===== src/rtl/dma_unit_seq.sv =====
module dma_unit_seq #(
  parameter int AW = 32,
  parameter int DW = 32,
  parameter int CW = 16,
  parameter int CH_INDEX = 0
) (
  input  logic          clk,
  input  logic          rst_n,
  input  logic          reg_we,
  input  logic [1:0]    reg_sel,
  input  logic [31:0]   reg_wdata,
  output logic [31:0]   reg_rdata,
  input  logic          dreq_n,
  input  logic          periph_req_n,
  output logic          bus_req,
  input  logic          bus_ack,
  output logic [AW-1:0] bus_addr,
  output logic [1:0]    bus_size,
  output logic          bus_we,
  output logic [DW-1:0] bus_wdata,
  input  logic [DW-1:0] bus_rdata,
  output logic          irq
);
  localparam bit EDGE_OK = (CH_INDEX < 2);
  localparam logic [1:0] SRC_PIN = 2'd0, SRC_PER = 2'd1;

  typedef enum logic [1:0] {IDLE, RD, WR} st_t;
  st_t st;

  logic en, te, ie, burst, edge_sel, pend;
  logic [1:0] size, src;
  logic [AW-1:0] sa, da;
  logic [CW-1:0] cnt;
  logic [1:0] beat;
  logic [DW-1:0] dbuf;
  logic s1, s2, s3, pp;

  wire edge_mode = (src == SRC_PER) || (src == SRC_PIN && edge_sel);
  wire ev        = (src == SRC_PER) ? (pp & ~periph_req_n) : (s3 & ~s2);
  wire want      = src[1] ? 1'b1 : (edge_mode ? (pend | ev) : ~s2);
  wire run       = en && !te && (cnt != '0);
  wire start     = (st == IDLE) && run && want;
  wire last_beat = (size != 2'b11) || (beat == 2'd3);
  wire [AW-1:0] step = (size == 2'b00) ? AW'(1) : (size == 2'b01) ? AW'(2) : AW'(4);

  always_comb begin
    case (reg_sel)
      2'd0:    reg_rdata = {22'd0, 1'b0, src, edge_sel, burst, size, ie, te, en};
      2'd1:    reg_rdata = 32'(sa);
      2'd2:    reg_rdata = 32'(da);
      default: reg_rdata = 32'(cnt);
    endcase
  end

  assign bus_req   = (st != IDLE);
  assign bus_we    = (st == WR);
  assign bus_addr  = (st == WR) ? da : sa;
  assign bus_size  = size;
  assign bus_wdata = dbuf;
  assign irq       = te & ie;

  always_ff @(posedge clk or negedge rst_n) begin
    if (!rst_n) begin
      {s1, s2, s3, pp} <= 4'hF;
      pend <= 1'b0;
    end else begin
      s1 <= dreq_n;
      s2 <= s1;
      s3 <= s2;
      pp <= periph_req_n;
      if (!edge_mode) pend <= 1'b0;
      else if (start) pend <= pend & ev;
      else pend <= pend | ev;
    end
  end

  always_ff @(posedge clk or negedge rst_n) begin
    if (!rst_n) begin
      {en, te, ie, burst, edge_sel} <= '0;
      size <= '0; src <= '0;
      sa <= '0; da <= '0; cnt <= '0;
      st <= IDLE; beat <= '0; dbuf <= '0;
    end else begin
      if (reg_we) begin
        case (reg_sel)
          2'd0: begin
            en       <= reg_wdata[0];
            te       <= te & reg_wdata[1];
            ie       <= reg_wdata[2];
            size     <= reg_wdata[4:3];
            burst    <= reg_wdata[5];
            edge_sel <= EDGE_OK & reg_wdata[6];
            src      <= reg_wdata[8:7];
          end
          2'd1:    sa  <= reg_wdata[AW-1:0];
          2'd2:    da  <= reg_wdata[AW-1:0];
          default: cnt <= reg_wdata[CW-1:0];
        endcase
      end
      case (st)
        IDLE: if (start) begin
          st   <= RD;
          beat <= '0;
        end
        RD: if (bus_ack) begin
          dbuf <= bus_rdata;
          sa   <= sa + step;
          st   <= WR;
        end
        WR: if (bus_ack) begin
          da <= da + step;
          if (!last_beat) begin
            beat <= beat + 2'd1;
            st   <= RD;
          end else begin
            beat <= '0;
            cnt  <= cnt - 1'b1;
            if (cnt == CW'(1)) begin
              te <= 1'b1;
              st <= IDLE;
            end else if (burst && en) st <= RD;
            else st <= IDLE;
          end
        end
        default: st <= IDLE;
      endcase
    end
  end

  a_r10_hold_beat: assert property (@(posedge clk) disable iff (!rst_n)
    (bus_req && !bus_ack) |=> (bus_req && $stable(bus_addr) && $stable(bus_we)));
  a_r11_end_flag: assert property (@(posedge clk) disable iff (!rst_n)
    (bus_we && bus_ack && last_beat && cnt == CW'(1)) |=> (te && !bus_req));
  a_r8_steal_release: assert property (@(posedge clk) disable iff (!rst_n)
    (bus_we && bus_ack && last_beat && !burst) |=> !bus_req);
  a_r9_block_beats: assert property (@(posedge clk) disable iff (!rst_n)
    (beat != 2'd0) |-> (bus_size == 2'b11 && bus_req));
  a_r12_halted: assert property (@(posedge clk) disable iff (!rst_n)
    (te && !bus_req && !reg_we) |=> !bus_req);
endmodule


===== config.mk =====
export PLATFORM = sky130hd
export DESIGN_NAME = dma_unit_seq
export DESIGN_NICKNAME = d
export VERILOG_FILES = /design/src/rtl/dma_unit_seq.sv
export SDC_FILE = /design/constraint.sdc
export NUM_CORES = 1
export LEC_CHECK = 0
export BUFFER_PORTS_ARGS = -buffer_cell sky130_fd_sc_hd__buf_2
export CORE_ASPECT_RATIO = 2
export CORE_UTILIZATION = 41
export DETAILED_ROUTE_END_ITERATION = 16
export PLACE_DENSITY = 0.66
export SLEW_MARGIN = 20
export SYNTH_ARGS = -nofsm -noshare
export SYNTH_HDL_FRONTEND = slang
export SYNTH_SLANG_ARGS = --single-unit

===== constraint.sdc =====
create_clock -name clk -period 2.6 [get_ports clk]
set_clock_uncertainty 0.1 [all_clocks]
set_input_delay 0.52 -clock clk [delete_from_list [all_inputs] [get_ports clk]]
set_output_delay 0.52 -clock clk [all_outputs]
set_load 0.005 [all_outputs]

# After elaboration in Yosys (flattened, before gate mapping)
# Index checks and enable logic that the tools add are counted.
[op_classes]
add_sub_neg = 4
mul = 0
div_mod_pow = 0
order_cmp = 0
n_eq_ne = 12
shift = 0
mux = 39
bitwise = 8
n_reduce_logical = 21
[op_table]
columns = ["operator", "n"]
rows = [
  ["32-bit 2-to-1 mux", 9],
  ["32-bit one-hot mux with 3 select lines", 1],
  ["16-bit 2-to-1 mux", 5],
  ["32-bit by 3-bit adder with 32-bit output", 2],
  ["16-bit by 1-bit equality test with 1-bit output (second input constant)", 1],
  ["16-bit nonzero test", 1],
  ["16-bit by 1-bit subtractor with 16-bit output (second input constant)", 1],
  ["1-bit 2-to-1 mux", 14],
  ["2-bit 2-to-1 mux", 6],
  ["2-bit by 1-bit equality test with 1-bit output (second input constant)", 4],
  ["2-bit logical NOT", 4],
  ["2-bit != test (second input constant)", 4],
  ["2-bit equality test (second input constant)", 3],
  ["1-bit logical AND", 6],
  ["3-bit 2-to-1 mux", 2],
  ["2-bit one-hot mux with 3 select lines", 1],
  ["3-bit AND reduction", 2],
  ["1-bit AND", 5],
  ["2-bit one-hot mux with 2 select lines", 1],
  ["2-bit AND reduction", 2],
  ["2-bit nonzero test", 2],
  ["3-bit OR reduction", 1],
  ["2-bit by 1-bit adder with 2-bit output (second input constant)", 1],
  ["1-bit logical OR", 2],
  ["3 further kinds", 4],
]
[totals]
reg_bits = 130
latch_bits = 0
ram_bits = 0
mem_bits_ro = 0
word_cells = 102
n_memories = 0

# Logic depth before layout (Yosys ltp)
[depth]
ltp_word = 9
depth_mapped = 10
depth_no_buf = 8

# Least setup slack after synthesis
# Ideal clock, no wire load.
[synth_path]
path_type = "flip-flop to flip-flop"
from = "register size[1], in the netlist bus_size[1]"
to = "register sa[26]"
setup_ps = 69
arrival_ps = 2452
required_time_ps = 2431
setup_slack_ps = -21
path_stages_with_launch = 11
n_path_buf = 2
period_less_slack_ps = 2621
path_cell_list = "dfrtp_1 -> clkbuf_1 -> nor2b_1 -> xor2_1 -> ha_1 -> a21oi_1 -> and2_4 -> or4_1 -> buf_2 -> or3_1 -> nand3_1"
[synth_via]
elab_chain_len = 6
elab_cells_between_ends = 7
classes_between = "add/sub (1); eq/ne (1); mux (4); reduce/logical (1)"
[synth_rtl]
columns = ["item", "line", "source"]
rows = [
  ["start: declaration", "31", "logic [1:0] size, src;"],
  ["start signal: assignment", "90", "size <= reg_wdata[4:3];"],
  ["2-bit by 1-bit equality test with 1-bit output", "44", "wire [AW-1:0] step = (size == 2'b00) ? AW'(1) : (size == 2'b01) ? AW'(2) : AW'(4);"],
  ["3-bit 2-to-1 mux", "44", ""],
  ["3-bit 2-to-1 mux *", "44", ""],
  ["32-bit by 3-bit adder with 32-bit output *", "107", "sa <= sa + step;"],
  ["32-bit 2-to-1 mux *", "105", "RD: if (bus_ack) begin"],
  ["32-bit 2-to-1 mux *", "100", "case (st)"],
  ["end signal: assignment", "95", "2'd1: sa <= reg_wdata[AW-1:0];"],
  ["end signal: assignment", "107", ""],
  ["end: declaration", "32", "logic [AW-1:0] sa, da;"],
]
# Mark *: on every way between the ends. The rest lies on a longest branch, timed or not.
# A chain may end at the register's enable or synchronous reset.

# Worst setup path in the final report
[layout_path]
from = "register st[0]"
to = "output bus_addr[11]"
[layout_via]
elab_chain_len = 2
[layout_rtl]
columns = ["item", "line", "source"]
rows = [
  ["start: declaration", "28", "st_t st;"],
  ["start signal: assignment", "82", "st <= IDLE; beat <= '0; dbuf <= '0;"],
  ["start signal: assignment", "102", "st <= RD;"],
  ["start signal: assignment", "108", "st <= WR;"],
  ["2-bit equality test", "57", "assign bus_addr = (st == WR) ? da : sa;"],
  ["32-bit 2-to-1 mux", "57", ""],
  ["end: declaration", "17", "output logic [AW-1:0] bus_addr,"],
]
# Every way passes these cells.

==> summary.txt <==
Worst setup path
  – Crit path from: st[0]
  – CP arrival: 1.91 ns
  – Worst setup SP type: register
  – Max FO, Critical Path: 36
  – Setup CP Type: reg -> out
  – R2R Path Start: bus_size[0]
  – CP endpoint kind: primary output
  – Req. time, crit path: 1.98 ns

Synthesis
  – Main synth FF type: dfrtp_1
  – Area share of the largest cell type after synthesis: 39.39%
  – Seq cells post-synth: 130
  – Async S/R FF share, synth: 100.0%
  – Cells after synthesis: 875
  – Area leader, netlist: dfrtp_1
  – Count leader, synth: nand2_1
  – Ranking of synthesized cells by area: dfrtp_1 (39%), nand2_1 (7.0%), mux2_2 (6.5%)
  – Post-synthesis average cell area: 9.149 sq um
  – Yosys warns: 0
  – EDFF count, synth: 0
  – Share of the yosys chip area belonging to registers: 40.70%
  – Synth cell count leaders: nand2_1 (149), dfrtp_1 (126), nor2_1 (79), mux2_2 (46), o21ai_0 (31)
  – Post-Syn Area: 8005 sq um
  – Syn nets: 956
  – Synth cell types: 79

Global routing
  – First-pass GRT wire length: 46710 um
  – Initial antenna violation count: 0
  – GR peak layer: met2
  – GRT Util Overall: 31.54%
  – Largest net degree at the start of global routing: 52
  – Met2 usage: 52.94%
  – Grt met3 use: 6.821%
  – Total gr overflow: 0
  – Met1 GRT Util: 33.18%
  – Number of global-route vias before repair: 8188

Timing
  – Fmax: 395.1 MHz
  – Setup Total Neg Slack: 0 ns
  – Tightest Pin Transition: 0.5424 ns
  – Period utilization: 97.34%
  – Final Max Slew Viols: 0
  – RSZ-0062 raised after global routing: no
  – Min Tclk post-route: 2.531 ns
  – Final hold violations: 0
  – Final setup fails: 0
  – Rel. slew slack: 63.46%
  – Hold WS: 0.09034 ns

Clock network
  – CTS tree: built
  – H-tree depth: 4
  – Clk sinks: 130
  – Clock root cell: clkbuf_16
  – Clk_lat worst skew: 0.43 ns
  – Max Root-Sink Buffers: 2
  – Total CTS buffers: 17
  – Clk slew on worst S/H paths: 0.06 ns

Run status
  – Status: complete, no violations

Drt
  – DRC Markers: 0
  – TritonRoute pass-1 iters: 8
  – Routed wire per std cell: 22.63 um
  – Total wire length: 30750 um
  – Via density: 6.161
  – Antenna viol nets, final: 0
  – Routed via count: 8373
  – 1st-iter DRT viols: 589

Placed design
  – GPL Wtd Cong: 0.9563
  – Number of port buffers: 172
  – Hpwl dp: 23320 um
  – Placed cell area: 9580 sq um
  – Placed Cells: 1325

Floorplanning
  – Chip width: 100.8 um
  – Die area: 20120 sq um
  – Site row count: 72
  – IO Pins: 173
  – Chip height: 199.6 um
  – Total core area: 19190 sq um
  – Initial Util: 41.72%

Flow run
  – Max-cap viol count: 0

Finish
  – Final instance area: 10260 sq um
  – ANT cells: 0
  – Final core occ: 53.48%
  – Reg area: 3259 sq um
  – Layout cells sized above 1: 34.00%
  – Non-filler instance count after layout: 1359
  – Filler instances: 1837
  – Area of the multi-input gates: 4468 sq um
  – # nets final: 1169
  – Area grow syn2layout: 28.18%

Hold path
  – Worst hold path class: in -> reg
  – HP Start: dreq_n

Power
  – Clock Power Share: 24.7%
  – NetSw: 4270 uW
  – Cell Int Power: 6522 uW
  – LEAKAGE: 0.004697 uW
  – Maximum vdd drop: 0.0005118 V
  – PwrDens: 1052 nW/um^2
  – Comb pwr share: 41.8%
  – Seq pwr share: 33.4%
  – Switching part of the total: 39.57%
routing by layer:
metal / part of all wire, % / vias up / wire length, um
li1: - / 3694 / -
met1: 34 / 4037 / 10400
met2: 50 / 492 / 15320
met3: 7.9 / 150 / 2420
met4: 8.5 / 0 / 2611
met5: 0 / - / 0
state kept, by name, indices dropped and copies added (netlist names):
name       cells
edge_sel       1
s3             1
st             2
src            2
pp             1
bus_wdata     32
cnt           16
s1             1
ie             1
te             1
bus_size       2
burst          1
sa            32
da            32
en             1
s2             1
beat           2
pend           1
stage by stage:
stage	power [uW]	setup WS, ns
3_3_place_gp	7962	0.1234
5_1_grt	11400	0.02723
6_report	10790	0.06924
2_1_floorplan	5908	0.03159
3_5_place_dp	8027	0.05820
4_1_cts	10740	0.04250
kinds of logic after synthesis:
group	count (synthesis)	share of synthesized area [%]
buffers and inverters	72	3.736
multiplexers	64	10.18
adder cells (fa/ha/maj)	10	1.532
AND/OR/NAND/NOR	381	23.77
XOR/XNOR	4	0.4377
AO/OA/AOI/OAI	214	19.65
flip-flops	130	40.70
timing repair:
action | CTS | global route
endpoints found under the setup margin | 0 | 2
hold buffers | 1 | 0
gates resized for setup | 0 | 3
endpoints found under the hold margin | 48 | 0
buffers inserted | 0 | 2
power groups by stage:
stage	combinational [uW]	clock, uW	sequential (uW)
after global placement	4380	0	3590
after global routing	4920	2780	3700
after CTS	4460	2710	3570
after floorplan	2520	0	3390
final	4510	2670	3610
after detailed placement	4430	0	3600
critical path, stage by stage (launching register included):
cell,delay [ns]
dfrtp_1,0.37
buf_4,0.16
nor2b_4,0.12
buf_12,0.23
mux2_2,0.39
buf_2,0.19
worst paths after layout:
| path | endpoint | slack [ns] | cells past startpoint |
|---|---|---|---|
| min in group asynchronous | sa[27] | 0.53 | 2 |
| hold reg to reg | s2 | 0.25 | 0 |
| max in group asynchronous | bus_wdata[24] | 1.09 | 3 |
| setup / recovery | bus_addr[11] | 0.07 | 5 |
| hold / removal | s1 | 0.09 | 1 |
| setup reg to reg | da[22] | 0.11 | 10 |
placed cells by master (no fill, tap or decap), drive strengths merged, types with 5 or more instances in the layout:
cell and count:
nor2 79, ha 9, mux2 46, a211oi 26, o21a 5, nor3 27
o311ai 6, o22ai 11, buf 248, nand3 20, a221o 5, nor3b 6
nand4 8, nand2b 5, nor4 16, and2 8, nand2 149, a311oi 11
mux4 9, o21ai 31, a31oi 10, inv 18, nor2b 5, and3 17
or3 5, and4 12, a21oi 30, o221a 7, bufinv 5, o211ai 7
a22o 25, mux2i 9, clkbuf 18, nand3b 7, dfrtp 126, a31o 5
cell type report:
type / instances / share of cell area, %
Inverter: 17 / 0.6219
Sequential cell: 130 / 31.76
Timing Repair Buffer: 249 / 14.60
Clock buffer: 18 / 4.280
Tap cell: 259 / 3.158
Clock inverter: 13 / 2.036
Multi-Input combinational cell: 673 / 43.54
(Power assumes the default switching activity.)
